[src/rtl/gpio_port_bank.sv]
module gpio_port_bank #(
  parameter int NUM_PORTS  = 4,
  parameter int PORT_WIDTH = 32,
  parameter int ADDR_W     = 7
) (
  input  logic                            pclk,
  input  logic                            presetn,
  input  logic                            psel,
  input  logic                            penable,
  input  logic                            pwrite,
  input  logic [ADDR_W-1:0]               paddr,
  input  logic [31:0]                     pwdata,
  output logic [31:0]                     prdata,
  output logic                            pready,
  output logic                            pslverr,
  input  logic                            layout_alt,
  input  logic [31:0]                     irq_rdata,
  output logic                            irq_hit,
  output logic [2:0]                      irq_sel,
  input  logic [NUM_PORTS*PORT_WIDTH-1:0] pin_in,
  output logic [NUM_PORTS*PORT_WIDTH-1:0] pin_out,
  output logic [NUM_PORTS*PORT_WIDTH-1:0] pin_oe
);
  localparam int WORD_W   = ADDR_W - 2;
  localparam int EXT_BASE = 20;
  localparam logic [2:0] SEL_EN = 3'd0, SEL_MASK = 3'd1, SEL_TYPE = 3'd2,
                         SEL_POL = 3'd3, SEL_STAT = 3'd4, SEL_DEB = 3'd5,
                         SEL_EOI = 3'd6;

  logic [PORT_WIDTH-1:0] dout_q  [NUM_PORTS];
  logic [PORT_WIDTH-1:0] dir_q   [NUM_PORTS];
  logic [PORT_WIDTH-1:0] sync1_q [NUM_PORTS];
  logic [PORT_WIDTH-1:0] sync2_q [NUM_PORTS];

  logic [WORD_W-1:0] word;
  logic              wr_en;
  logic [31:0]       local_rd;
  logic              irq_dec;
  logic              unused_bits;

  assign word        = paddr[ADDR_W-1:2];
  assign wr_en       = psel & penable & pwrite;
  assign pready      = 1'b1;
  assign pslverr     = 1'b0;
  assign unused_bits = ^{paddr[1:0], pwdata};

  for (genvar p = 0; p < NUM_PORTS; p++) begin : g_port
    always_ff @(posedge pclk or negedge presetn) begin
      if (!presetn) begin
        dout_q[p]  <= '0;
        dir_q[p]   <= '0;
        sync1_q[p] <= '0;
        sync2_q[p] <= '0;
      end else begin
        if (wr_en && word == WORD_W'(3*p))     dout_q[p] <= pwdata[PORT_WIDTH-1:0];
        if (wr_en && word == WORD_W'(3*p + 1)) dir_q[p]  <= pwdata[PORT_WIDTH-1:0];
        sync1_q[p] <= pin_in[p*PORT_WIDTH +: PORT_WIDTH];
        sync2_q[p] <= sync1_q[p];
      end
    end
    assign pin_out[p*PORT_WIDTH +: PORT_WIDTH] = dout_q[p];
    assign pin_oe[p*PORT_WIDTH +: PORT_WIDTH]  = dir_q[p];
  end

  always_comb begin
    local_rd = '0;
    for (int p = 0; p < NUM_PORTS; p++) begin
      if (word == WORD_W'(3*p))          local_rd[PORT_WIDTH-1:0] = dout_q[p];
      if (word == WORD_W'(3*p + 1))      local_rd[PORT_WIDTH-1:0] = dir_q[p];
      if (word == WORD_W'(EXT_BASE + p)) local_rd[PORT_WIDTH-1:0] = sync2_q[p];
    end
  end

  always_comb begin
    irq_dec = 1'b1;
    irq_sel = SEL_EN;
    if (!layout_alt) begin
      case (word)
        WORD_W'(12): irq_sel = SEL_EN;
        WORD_W'(13): irq_sel = SEL_MASK;
        WORD_W'(14): irq_sel = SEL_TYPE;
        WORD_W'(15): irq_sel = SEL_POL;
        WORD_W'(16): irq_sel = SEL_STAT;
        WORD_W'(18): irq_sel = SEL_DEB;
        WORD_W'(19): irq_sel = SEL_EOI;
        default:     irq_dec = 1'b0;
      endcase
    end else begin
      case (word)
        WORD_W'(12): irq_sel = SEL_EN;
        WORD_W'(13): irq_sel = SEL_TYPE;
        WORD_W'(14): irq_sel = SEL_POL;
        WORD_W'(15): irq_sel = SEL_STAT;
        WORD_W'(16): irq_sel = SEL_EOI;
        WORD_W'(17): irq_sel = SEL_MASK;
        WORD_W'(18): irq_sel = SEL_DEB;
        default:     irq_dec = 1'b0;
      endcase
    end
  end

  assign irq_hit = psel & irq_dec;
  assign prdata  = irq_hit ? irq_rdata : local_rd;
endmodule

[config.mk]
export PLATFORM = sky130hd
export DESIGN_NAME = gpio_port_bank
export DESIGN_NICKNAME = d
export VERILOG_FILES = /design/src/rtl/gpio_port_bank.sv
export SDC_FILE = /design/constraint.sdc
export NUM_CORES = 1
export LEC_CHECK = 0
export BUFFER_PORTS_ARGS = -buffer_cell sky130_fd_sc_hd__clkbuf_2
export CAP_MARGIN = 20
export CELL_PAD_IN_SITES_DETAIL_PLACEMENT = 1
export CELL_PAD_IN_SITES_GLOBAL_PLACEMENT = 1
export CORE_ASPECT_RATIO = 1.4
export CORE_MARGIN = 2
export CORE_UTILIZATION = 37
export DETAILED_ROUTE_END_ITERATION = 12
export PLACE_DENSITY_LB_ADDON = 0.1
export SLEW_MARGIN = 0
export SYNTH_ARGS = -nofsm -noshare
export SYNTH_HDL_FRONTEND = slang
export SYNTH_SLANG_ARGS = --single-unit
[constraint.sdc]
create_clock -name pclk -period 3.1 [get_ports pclk]
set_input_delay 0.31 -clock pclk [delete_from_list [all_inputs] [get_ports pclk]]
set_output_delay 0.31 -clock pclk [all_outputs]
set_load 0.005 [all_outputs]
Yosys cells after proc, flatten, opt, wreduce, memory -nomap -nowiden
Cells that the tools add are included.
{"block": "classes", "muxes": 19, "mul": 0, "n_bitwise": 3, "shift": 0, "eq_ne": 19, "div": 0, "addsub": 0, "magnitude_cmp": 0, "n_reduce_logical": 11}
{"op": "$mux 32", "count": 13}
{"op": "$eq 5x5->1 const B", "count": 8}
{"op": "$pmux 3 s6", "count": 2}
{"op": "$eq 5x4->1 const B", "count": 6}
{"op": "$eq 5x3->1 const B", "count": 3}
{"op": "$reduce_or 7->1", "count": 2}
{"op": "$logic_and 1x1->1", "count": 8}
{"op": "$eq 5x1->1 const B", "count": 1}
{"op": "$eq 5x2->1 const B", "count": 1}
{"op": "$logic_not 5->1", "count": 1}
{"op": "$and 1x1->1", "count": 3}
{"op": "$mux 1", "count": 3}
{"op": "$mux 3", "count": 1}
{"block": "word_totals", "latch_bits": 0, "in_bits": 205, "regBits": 512, "romBits": 0, "wordCells": 68, "out_inout_bits": 294, "ram_bits": 0, "n_memories": 0}

Longest topological paths before layout
Gate-level depths: netlist of the first run.
{"block": "depth", "depth_word": 14, "ltp_mapped": 8, "depth_no_buf": 5}

Worst setup path before layout of the first run
OpenSTA, ideal clock, no wires.
{"block": "synth_timing", "path_kind": "input -> output", "startpoint": "input port paddr[6]", "endpoint": "output port prdata[10]", "path_stages": 8, "required_time_ns": 2.790, "arrival_time_ns": 1.702, "path_buffers": 3, "setup_slack_ns": 1.088, "path_cell_list": "buf_2 -> or4_1 -> buf_2 -> buf_6 -> nor2_1 -> a21oi_1 -> a21oi_1 -> o221a_1"}
{"block": "synth_via", "elab_chain_len": 14, "elab_cells_between_ends": 39, "cone_classes": "eq/ne: 19; mux: 16; bitwise: 1; reduce/logical: 3"}
{"item": "start: declaration", "line": "11", "text": "input logic [ADDR_W-1:0] paddr,"}
{"item": "$logic_not 5->1", "line": "68", "text": "if (word == WORD_W'(3*p)) local_rd[PORT_WIDTH-1:0] = dout_q[p];"}
{"item": "$mux 32", "line": "68"}
{"item": "$mux 32", "line": "69", "text": "if (word == WORD_W'(3*p + 1)) local_rd[PORT_WIDTH-1:0] = dir_q[p];"}
{"item": "$mux 32", "line": "70", "text": "if (word == WORD_W'(EXT_BASE + p)) local_rd[PORT_WIDTH-1:0] = sync2_q[p];"}
{"item": "$mux 32", "line": "68"}
{"item": "$mux 32", "line": "69"}
{"item": "$mux 32", "line": "70"}
{"item": "$mux 32", "line": "68"}
{"item": "$mux 32", "line": "69"}
{"item": "$mux 32", "line": "70"}
{"item": "$mux 32", "line": "68"}
{"item": "$mux 32", "line": "69"}
{"item": "$mux 32", "line": "70"}
{"item": "$mux 32 (*)", "line": "103", "text": "assign prdata = irq_hit ? irq_rdata : local_rd;"}
{"item": "end: declaration", "line": "13", "text": "output logic [31:0] prdata,"}
Mark *: on every way between the ends. The rest lies on a longest branch, timed or not.

Worst setup path after layout of the first run
{"block": "layout_timing", "startpoint": "input port paddr[5]", "endpoint": "output port prdata[30]"}
The elaborated chain is that of the path after synthesis.

==> results of run 1 <==
-- metal layers --
layer / up-vias / part of all wire (%) / GRT usage, %
li1: 6240 / - / -
met1: 7502 / 39 / 32.04
met2: 500 / 51 / 46.46
met3: 136 / 6.5 / 6.691
met4: 2 / 3.6 / 9.992
met5: - / 0.018 / 0
-- critical path: cells and delay by family --
family          cells  cell delay, ns
buf+inv             3            0.82
simple gates        2            0.43
compound gates      3            1.03
-- worst max-delay path by stage --
stage,endpoint,slack [ns],cells past startpoint
after floorplan,prdata[10],1.09,8
after global placement,prdata[30],0.26,8
after detailed placement,prdata[30],0.19,8
after CTS,prdata[30],0.19,8
after global routing,prdata[30],0.06,8
final,prdata[30],0.19,8
-- sequential cells by signal (all words and copies together) (netlist names) --
register	flops
pin_oe	128
pin_out	128
sync1_q	128
sync2_q	128
-- synth_stat cells, types with 7 or more instances --
master and n:
a211oi_1 32, a21oi_1 66, a22oi_1 64, buf_2 48, buf_4 7, clkbuf_1 34
dfrtp_1 512, mux2_1 27, mux2_2 229, mux2i_1 34, nand3_1 34, nor2_1 73
o221a_1 24, o221a_2 8, o22ai_1 96
-- what timing repair did --
item | CTS | global route
hold buffers | 129 | 0
setup buffers | 0 | 0
endpoints found under the hold margin | 197 | 0
endpoints found under the setup margin | 0 | 0
-- layout make-up --
type / instances / area [µm²]
clock buffer: 78 / 1550
tap: 656 / 820.8
fill: 5402 / 25910
clock inverter: 16 / 212.7
sequential: 512 / 12810
antenna: 6 / 15.01
multi-input combinational: 730 / 6077
inverter: 1 / 3.754
timing repair buffer: 688 / 4377
-- power groups by stage --
stage | combinational (mW) | sequential, mW | clock (mW)
after floorplan | 0.524 | 7.49 | 0
after global placement | 1.47 | 7.52 | 0
after detailed placement | 1.49 | 7.55 | 0
after CTS | 1.64 | 7.43 | 6.69
after global routing | 1.75 | 7.48 | 6.96
final | 1.61 | 7.43 | 6.54
-- through the flow --
step | total power, mW | setup WS, ns | instance area [µm²]
2_1_floorplan | 8.014 | 1.088 | 19290
3_3_place_gp | 8.988 | 0.2552 | 22800
3_5_place_dp | 9.036 | 0.1927 | 22800
4_1_cts | 15.76 | 0.1917 | 25850
5_1_grt | 16.20 | 0.05672 | 25870
6_report | 15.59 | 0.1856 | 25870
-- cell families after synthesis --
family          count (synthesis)  share of synthesized area, %
other cells                     2                       0.03894
flops                         512                         66.43
compound gates                297                         10.73
xor+xnor                        3                        0.1363
mux                           290                         16.71
buf+inv                        98                         2.589
simple gates                  138                         3.361
==> flow_metrics.tcl, run 1 <==
set metrics [dict create \
    outcome "finished clean" \
    p_sw_mw 3.823 \
    rows 99 \
    slowest_delay_ns 0.60 \
    numCtsBuffers 51 \
    slew_violations 0 \
    layout_commonest_cell "dfrtp_1" \
    drc_errors 0 \
    swShare_pct 24.53 \
    dieArea_um2 53990 \
    synth-edff-count 0 \
    layout_min_cycle_time_ns 2.914 \
    die_w_um 197.0 \
    timing.hold.ws_ns 0.06191 \
    ys_types 45 \
    pwr_density_cell_nw_per_um2 602.5 \
    worst_ep_arrival_time_ns 2.60 \
    netlist_instances 1340 \
    final_nets 2189 \
    htreeDepth 2 \
    yosys.area.top_type "dfrtp_1" \
    syn_to_final_growth_pct 34.13 \
    r2r_slack_ns 2.24 \
    dp_hpwl_um 51350 \
    path_max_fanout 17 \
    gp_congestion 0.9194 \
    min_path_cells 2 \
    clk_latency_ns 0.60 \
    synth-main-ff-cell "dfrtp_1" \
    fin_util_pct 49.96 \
    netlist_area_um2 19290 \
    drtAntennaViolNets 0 \
    drtIter0Drc 696 \
    start_util_pct 37.25 \
    grt-ovfl-total 0 \
    grt_pass1_vias 15680 \
    fp.dieH_um 274.1 \
    finClkSkew_ns 0.01440 \
    io_buffers 494 \
    setup_tns_ns 0 \
    power.share.clock_pct 42.0 \
    dpl.cell_count 2458 \
    synth_top_cell_area_share_pct 66.43 \
    rsz0062_at_grt "false" \
    routed_wirelength_um 72250 \
    worstHoldPathType "primary input to register" \
    path_class "primary input to primary output" \
    cts.sinks 512 \
    root_buffer "clkbuf_16" \
    r2r-start "pin_oe[109]" \
    core_area_um2 51780 \
    drive_gt1_share_pct 44.44 \
    cts_tree "built" \
    hold_violations 0 \
    p_comb_share_pct 10.4 \
    path_clk_slew_ns 0.06 \
    cp_slowest_cell "a221oi_4" \
    post_drt_wl_per_cell_um 26.89 \
    grt_use_total_pct 26.75 \
    min_delay_worst_endpoint "pin_oe[118]" \
    cp-end-kind "primary output" \
    io_pins 499 \
    synth-seq-cells 512 \
    worstSetupStartpoint "paddr[5]" \
    worst_r2r_path_depth 1 \
    vias_per_cell 5.352 \
    cts_buffer_depth 3 \
    worst_pin_slew_ns 0.6884 \
    max_cap_viol_count 0 \
    r2r-end "pin_oe[109]" \
    p_int_mw 11.76 \
    mostFrequentLayoutCells "512 x dfrtp_1, 492 x clkbuf_2, 229 x mux2_2, 129 x dlygate4sd3_1, 96 x o22ai_1" \
    fin_cells 2687 \
    p_leak_nw 12.85 \
    fmax_mhz 343.1 \
    grt_start_max_net_pins 93 \
    ys_async_sr_fraction_pct 100.0 \
    yosysWarnings 0 \
    antenna_found_initial 7 \
    grt_pass1_wl_um 105100 \
    ir_drop_mv 0.3911 \
    holdCritStartpoint "pwdata[22]" \
    cts_resized 0 \
    synth_nets 1545 \
    first_pass_iters 5 \
    slew-limit-headroom_pct 54.10 \
    finalCritPeriodShare_pct 94.01 \
    yosysSeqAreaShare_pct 66.43 \
    worstPathCellList "clkbuf_2, nand3b_1, a31oi_1, a221oi_4, buf_4, nand3_1, o221a_2, clkbuf_2" \
    via_count 14380 \
    setup_viol 0 \
    critPathRequiredTime_ns 2.79 \
    start_kind "primary input" \
    crit_top_cell "clkbuf_2" \
    synth_area_leaders "dfrtp_1 66%, mux2_2 13%, o22ai_1 3.1%" \
    pwr-share-seq_pct 47.7 \
    synth.avg_cell_area_um2 14.39 \
]
No activity file was read; power rests on OpenSTA's default activity.
==> run 2, diff against run 1 <==
--- a/config.mk
+++ b/config.mk
@@ -13,6 +13,8 @@
 export CORE_MARGIN = 2
 export CORE_UTILIZATION = 37
 export DETAILED_ROUTE_END_ITERATION = 12
+export GPL_TIMING_DRIVEN = 0
+export MAX_ROUTING_LAYER = met4
 export PLACE_DENSITY_LB_ADDON = 0.1
 export SLEW_MARGIN = 0
 export SYNTH_ARGS = -nofsm -noshare
==> flow_metrics.tcl, run 2 (synthesis results as in run 1) <==
set metrics [dict create \
    min_path_cells 2 \
    grt-ovfl-total 0 \
    first_pass_iters 5 \
    cts.sinks 512 \
    start_util_pct 37.25 \
    rows 99 \
    finalCritPeriodShare_pct 96.77 \
    drtIter0Drc 654 \
    max_cap_viol_count 0 \
    hold_violations 0 \
    post_dp_cell_area_um2 22730 \
    antenna_found_initial 8 \
    syn_to_final_growth_pct 33.92 \
    vias_per_cell 5.260 \
    core_area_um2 51780 \
    dp_hpwl_um 52410 \
    drive_gt1_share_pct 43.47 \
    pwr_density_cell_nw_per_um2 604.1 \
    worst_pin_slew_ns 1.021 \
    drc_errors 0 \
    grt_use_total_pct 27.83 \
    io_pins 499 \
    die_w_um 197.0 \
    regArea_um2 12810 \
    path_class "primary input to primary output" \
    path_clk_slew_ns 0.06 \
    clk_latency_ns 0.59 \
    rsz0062_at_grt "false" \
    worst_r2r_path_depth 1 \
    io_buffers 494 \
    worst_ep_arrival_time_ns 2.69 \
    routed_wirelength_um 72840 \
    postCtsSetupBuffers 0 \
    setup_tns_ns 0 \
    pwr-share-seq_pct 47.6 \
    p_int_mw 11.81 \
    grt_pass1_vias 15860 \
    n_fill_cell 5375 \
    r2r-start "pin_oe[36]" \
    p_sw_mw 3.790 \
    via_count 14320 \
    worstHoldPathType "primary input to register" \
    r2r_slack_ns 2.25 \
    cts_buffer_depth 3 \
    slew_violations 0 \
    gp_congestion 0.8926 \
    slew-limit-headroom_pct 31.96 \
    fmax_mhz 333.3 \
    finClkSkew_ns 0.008046 \
    worstSetupStartpoint "paddr[5]" \
    stdcell_area_um2 25830 \
    numCtsBuffers 51 \
    layout_commonest_cell "dfrtp_1" \
    fin_cells 2723 \
    dieArea_um2 53990 \
    post_drt_wl_per_cell_um 26.75 \
    holdCritStartpoint "pwdata[28]" \
    p_comb_share_pct 10.4 \
    cts_tree "built" \
    fp.dieH_um 274.1 \
    power.share.clock_pct 42.0 \
    layout_min_cycle_time_ns 3.000 \
    multiInputGateArea_um2 5984 \
    outcome "finished clean" \
    grt_start_max_net_pins 115 \
    critPathRequiredTime_ns 2.79 \
    path_max_fanout 10 \
    root_buffer "clkbuf_16" \
    start_kind "primary input" \
    ir_drop_mv 0.4245 \
    drtAntennaViolNets 0 \
    p_leak_nw 12.87 \
    grt_pass1_wl_um 106300 \
    htreeDepth 2 \
    mostFrequentLayoutCells "512 x dfrtp_1, 500 x clkbuf_2, 229 x mux2_2, 129 x dlygate4sd3_1, 96 x o22ai_1" \
    dpl.cell_count 2495 \
    cp-end-kind "primary output" \
    final_nets 2226 \
    setup_viol 0 \
    swShare_pct 24.29 \
]
run 2: worst max-delay path, cell delays in order:
cell      delay, ns
clkbuf_2       0.10
or3b_1         0.46
nor2_1         0.49
clkbuf_1       0.65
a22oi_1        0.14
nand3_1        0.21
o221a_1        0.21
clkbuf_2       0.12
run 2: layout make-up:
type / instances / area share, %
Sequential cell: 512 / 49.61
Multi-Input combinational cell: 730 / 23.17
Timing Repair Buffer: 628 / 15.14
Clock buffer: 78 / 6.118
Tap cell: 656 / 3.178
Buffer: 97 / 1.952
Clock inverter: 13 / 0.7460
Antenna cell: 8 / 0.07751
Inverter: 1 / 0.01453
run 2: path summary, 6_finish.rpt:
kind | endpoint
worst max-delay path | prdata[11]
worst max register to register | pin_oe[36]
max in group asynchronous | pin_oe[16]
worst min register to register | sync2_q[67]
worst min-delay path | pin_out[92]
min in group asynchronous | pin_oe[24]
run 2: metrics by stage:
step	setup WS, ns	utilization [%]	hold slack (ns)	total power, mW
after global placement	-10.02	43.61	0.3322	8.970
after global routing	0.01644	49.88	0.06272	16.20
after CTS	0.04303	49.82	0.04442	15.78
after floorplan	1.088	-	0.01441	8.014
after detailed placement	-0.04805	43.89	0.2810	9.034
final	0.1001	49.88	0.09023	15.60
run 2: repair_timing:
item / CTS / global route
hold buffers: 129 / 0
setup endpoints to repair: 11 / 6
gates resized for setup: 3 / 13
endpoints found under the hold margin: 171 / 0
run 2: power groups by stage:
| stage | Sequential (mW) | Clock, mW | Combinational, mW |
|---|---|---|---|
| 3_5_place_dp | 7.55 | 0 | 1.49 |
| 3_3_place_gp | 7.53 | 0 | 1.44 |
| 4_1_cts | 7.43 | 6.72 | 1.64 |
| 2_1_floorplan | 7.49 | 0 | 0.524 |
| 6_report | 7.43 | 6.55 | 1.62 |
| 5_1_grt | 7.48 | 6.97 | 1.75 |
run 2: metal layers:
layer / up-vias / track usage, % / wire (µm)
met3: 157 / 6.937 / 4820
met2: 502 / 46.36 / 36360
met4: 0 / 10.35 / 2913
li1: 6313 / - / -
met1: 7351 / 32.59 / 28740
met5: - / - / 0
==> run 3, diff against run 2 <==
--- a/config.mk
+++ b/config.mk
@@ -12,6 +12,7 @@
 export CORE_ASPECT_RATIO = 1.4
 export CORE_MARGIN = 2
 export CORE_UTILIZATION = 37
+export CTS_BUF_LIST = sky130_fd_sc_hd__clkbuf_2 sky130_fd_sc_hd__clkbuf_4 sky130_fd_sc_hd__clkbuf_8
 export DETAILED_ROUTE_END_ITERATION = 12
 export GPL_TIMING_DRIVEN = 0
 export MAX_ROUTING_LAYER = met4
==> flow_metrics.tcl, run 3 (synthesis results as in run 1) <==
set metrics [dict create \
    first_pass_iters 5 \
    fmax_mhz 328.7 \
    clk_latency_ns 0.66 \
    fp.dieH_um 274.1 \
    worstHoldPathType "primary input to register" \
    root_buffer "clkbuf_8" \
    grt_pass1_wl_um 106700 \
    pwr-share-seq_pct 49.6 \
    io_buffers 494 \
    power.share.clock_pct 39.5 \
    worst_pin_slew_ns 1.036 \
    rows 99 \
    cts.sinks 512 \
    p_leak_nw 12.96 \
    slew_violations 0 \
    grt_start_max_net_pins 115 \
    swShare_pct 25.68 \
    drtIter0Drc 645 \
    start_kind "primary input" \
    hold_violations 0 \
    die_w_um 197.0 \
    via_count 14620 \
    numCtsBuffers 82 \
    dieArea_um2 53990 \
    finalCritPeriodShare_pct 98.14 \
    pwr_density_cell_nw_per_um2 579.3 \
    holdCritStartpoint "pwdata[11]" \
    outcome "finished clean" \
    io_pins 499 \
    timing.hold.ws_ns 0.05503 \
    p_sw_mw 3.853 \
    slew-limit-headroom_pct 30.96 \
    grt_pass1_vias 16260 \
    cp-end-kind "primary output" \
    path_class "primary input to primary output" \
    syn_to_final_growth_pct 34.29 \
    setup_viol 0 \
    worst_r2r_path_depth 1 \
    post_drt_wl_per_cell_um 26.23 \
    start_util_pct 37.25 \
    p_comb_share_pct 10.9 \
    drive_gt1_share_pct 44.85 \
    routed_wirelength_um 73240 \
    path_clk_slew_ns 0.06 \
    drtAntennaViolNets 0 \
    layout_commonest_cell "dfrtp_1" \
    dp_hpwl_um 52410 \
    ir_drop_mv 0.3427 \
    worst_ep_arrival_time_ns 2.73 \
    rsz0062_at_grt "true" \
    max_cap_viol_count 0 \
    path_max_fanout 10 \
    grt_use_total_pct 28.00 \
    cts_tree "built" \
    mostFrequentLayoutCells "512 x dfrtp_1, 501 x clkbuf_2, 229 x mux2_2, 148 x dlygate4sd3_1, 98 x clkbuf_8" \
    setup_tns_ns 0 \
    htreeDepth 3 \
    finClkSkew_ns 0.01932 \
    final_nets 2276 \
    antenna_found_initial 8 \
    gp_congestion 0.8926 \
    layout_min_cycle_time_ns 3.042 \
    cts_buffer_depth 3 \
    r2r_slack_ns 2.26 \
    r2r-start "pin_out[78]" \
    min_path_cells 2 \
    drc_errors 0 \
    grt-ovfl-total 0 \
    critPathRequiredTime_ns 2.79 \
    vias_per_cell 5.237 \
    p_int_mw 11.15 \
    worstSetupStartpoint "paddr[4]" \
    core_area_um2 51780 \
]
## run 3: cell count changes in the layout (fill, tap and decap cells not counted), sizes merged
cell / previous run / this run
diode: 8 / 9
bufinv: 5 / 0
clkinvlp: 1 / 2
clkinv: 7 / 5
clkbuf: 606 / 658
inv: 1 / 4
dlygate4sd3: 129 / 148
## run 3: cell type report
type                    instances  area (µm²)
diodes                          9       22.52
plain buffers                  97       505.5
clock buffers                 130        1583
clock inverters                10       66.31
fillers                      5392       25880
inverters                       1       3.754
multi-input cells             730        5984
flip-flops and latches        512       12810
well taps                     656       820.8
repair buffers                647        4100
## run 3: worst paths after layout
path / end
setup reg to reg: pin_out[78]
max in group asynchronous: pin_out[46]
hold / removal: pin_oe[107]
hold reg to reg: sync2_q[80]
min in group asynchronous: pin_oe[29]
setup / recovery: prdata[26]
## run 3: power groups by stage
stage	Sequential [mW]	Combinational, mW	Clock [mW]
detailed placement	7.55	1.49	0
CTS	7.43	1.65	6.11
global route	7.48	1.77	6.37
finish	7.43	1.64	5.93
global placement	7.53	1.44	0
floorplan	7.49	0.524	0
## run 3: what timing repair did
| action | in CTS | in global routing |
|---|---|---|
| hold buffers | 148 | 0 |
| buffers inserted | 0 | 0 |
| gates resized for setup | 3 | 15 |
| pin swaps | 0 | 0 |
| hold endpoints to repair | 361 | 0 |
| endpoints found under the setup margin | 11 | 7 |
## run 3: layer usage
layer	global-route usage (%)	part of all wire [%]	vias to the layer above	routed length [µm]
li1	-	-	6434	-
met1	32.57	40	7485	29060
met2	46.05	50	536	36270
met3	7.109	6.7	166	4883
met4	12.01	4.1	0	3022
met5	-	0	-	0
## run 3: metrics by stage
step                utilization, %  cells  power, mW  worst slack, ns  cell area, µm²
global route                 50.01   2790      15.63        -0.004825           25890
finish                       50.02   2792      15.00          0.05768           25900
floorplan                        -   1340      8.014            1.088           19290
global placement             43.61   2490      8.970           -10.02           22580
CTS                          49.95   2783      15.20          0.01758           25860
detailed placement           43.89   2495      9.034         -0.04805           22730
## run 3: worst max-delay path, cell delays in order
cell and delay, ns:
clkbuf_2 0.11, buf_2 0.22, nor3_1 0.08, nand3_1 0.38, clkbuf_1 0.65, o22ai_1 0.18, a211oi_1 0.38, o221a_1 0.28
clkbuf_2 0.13
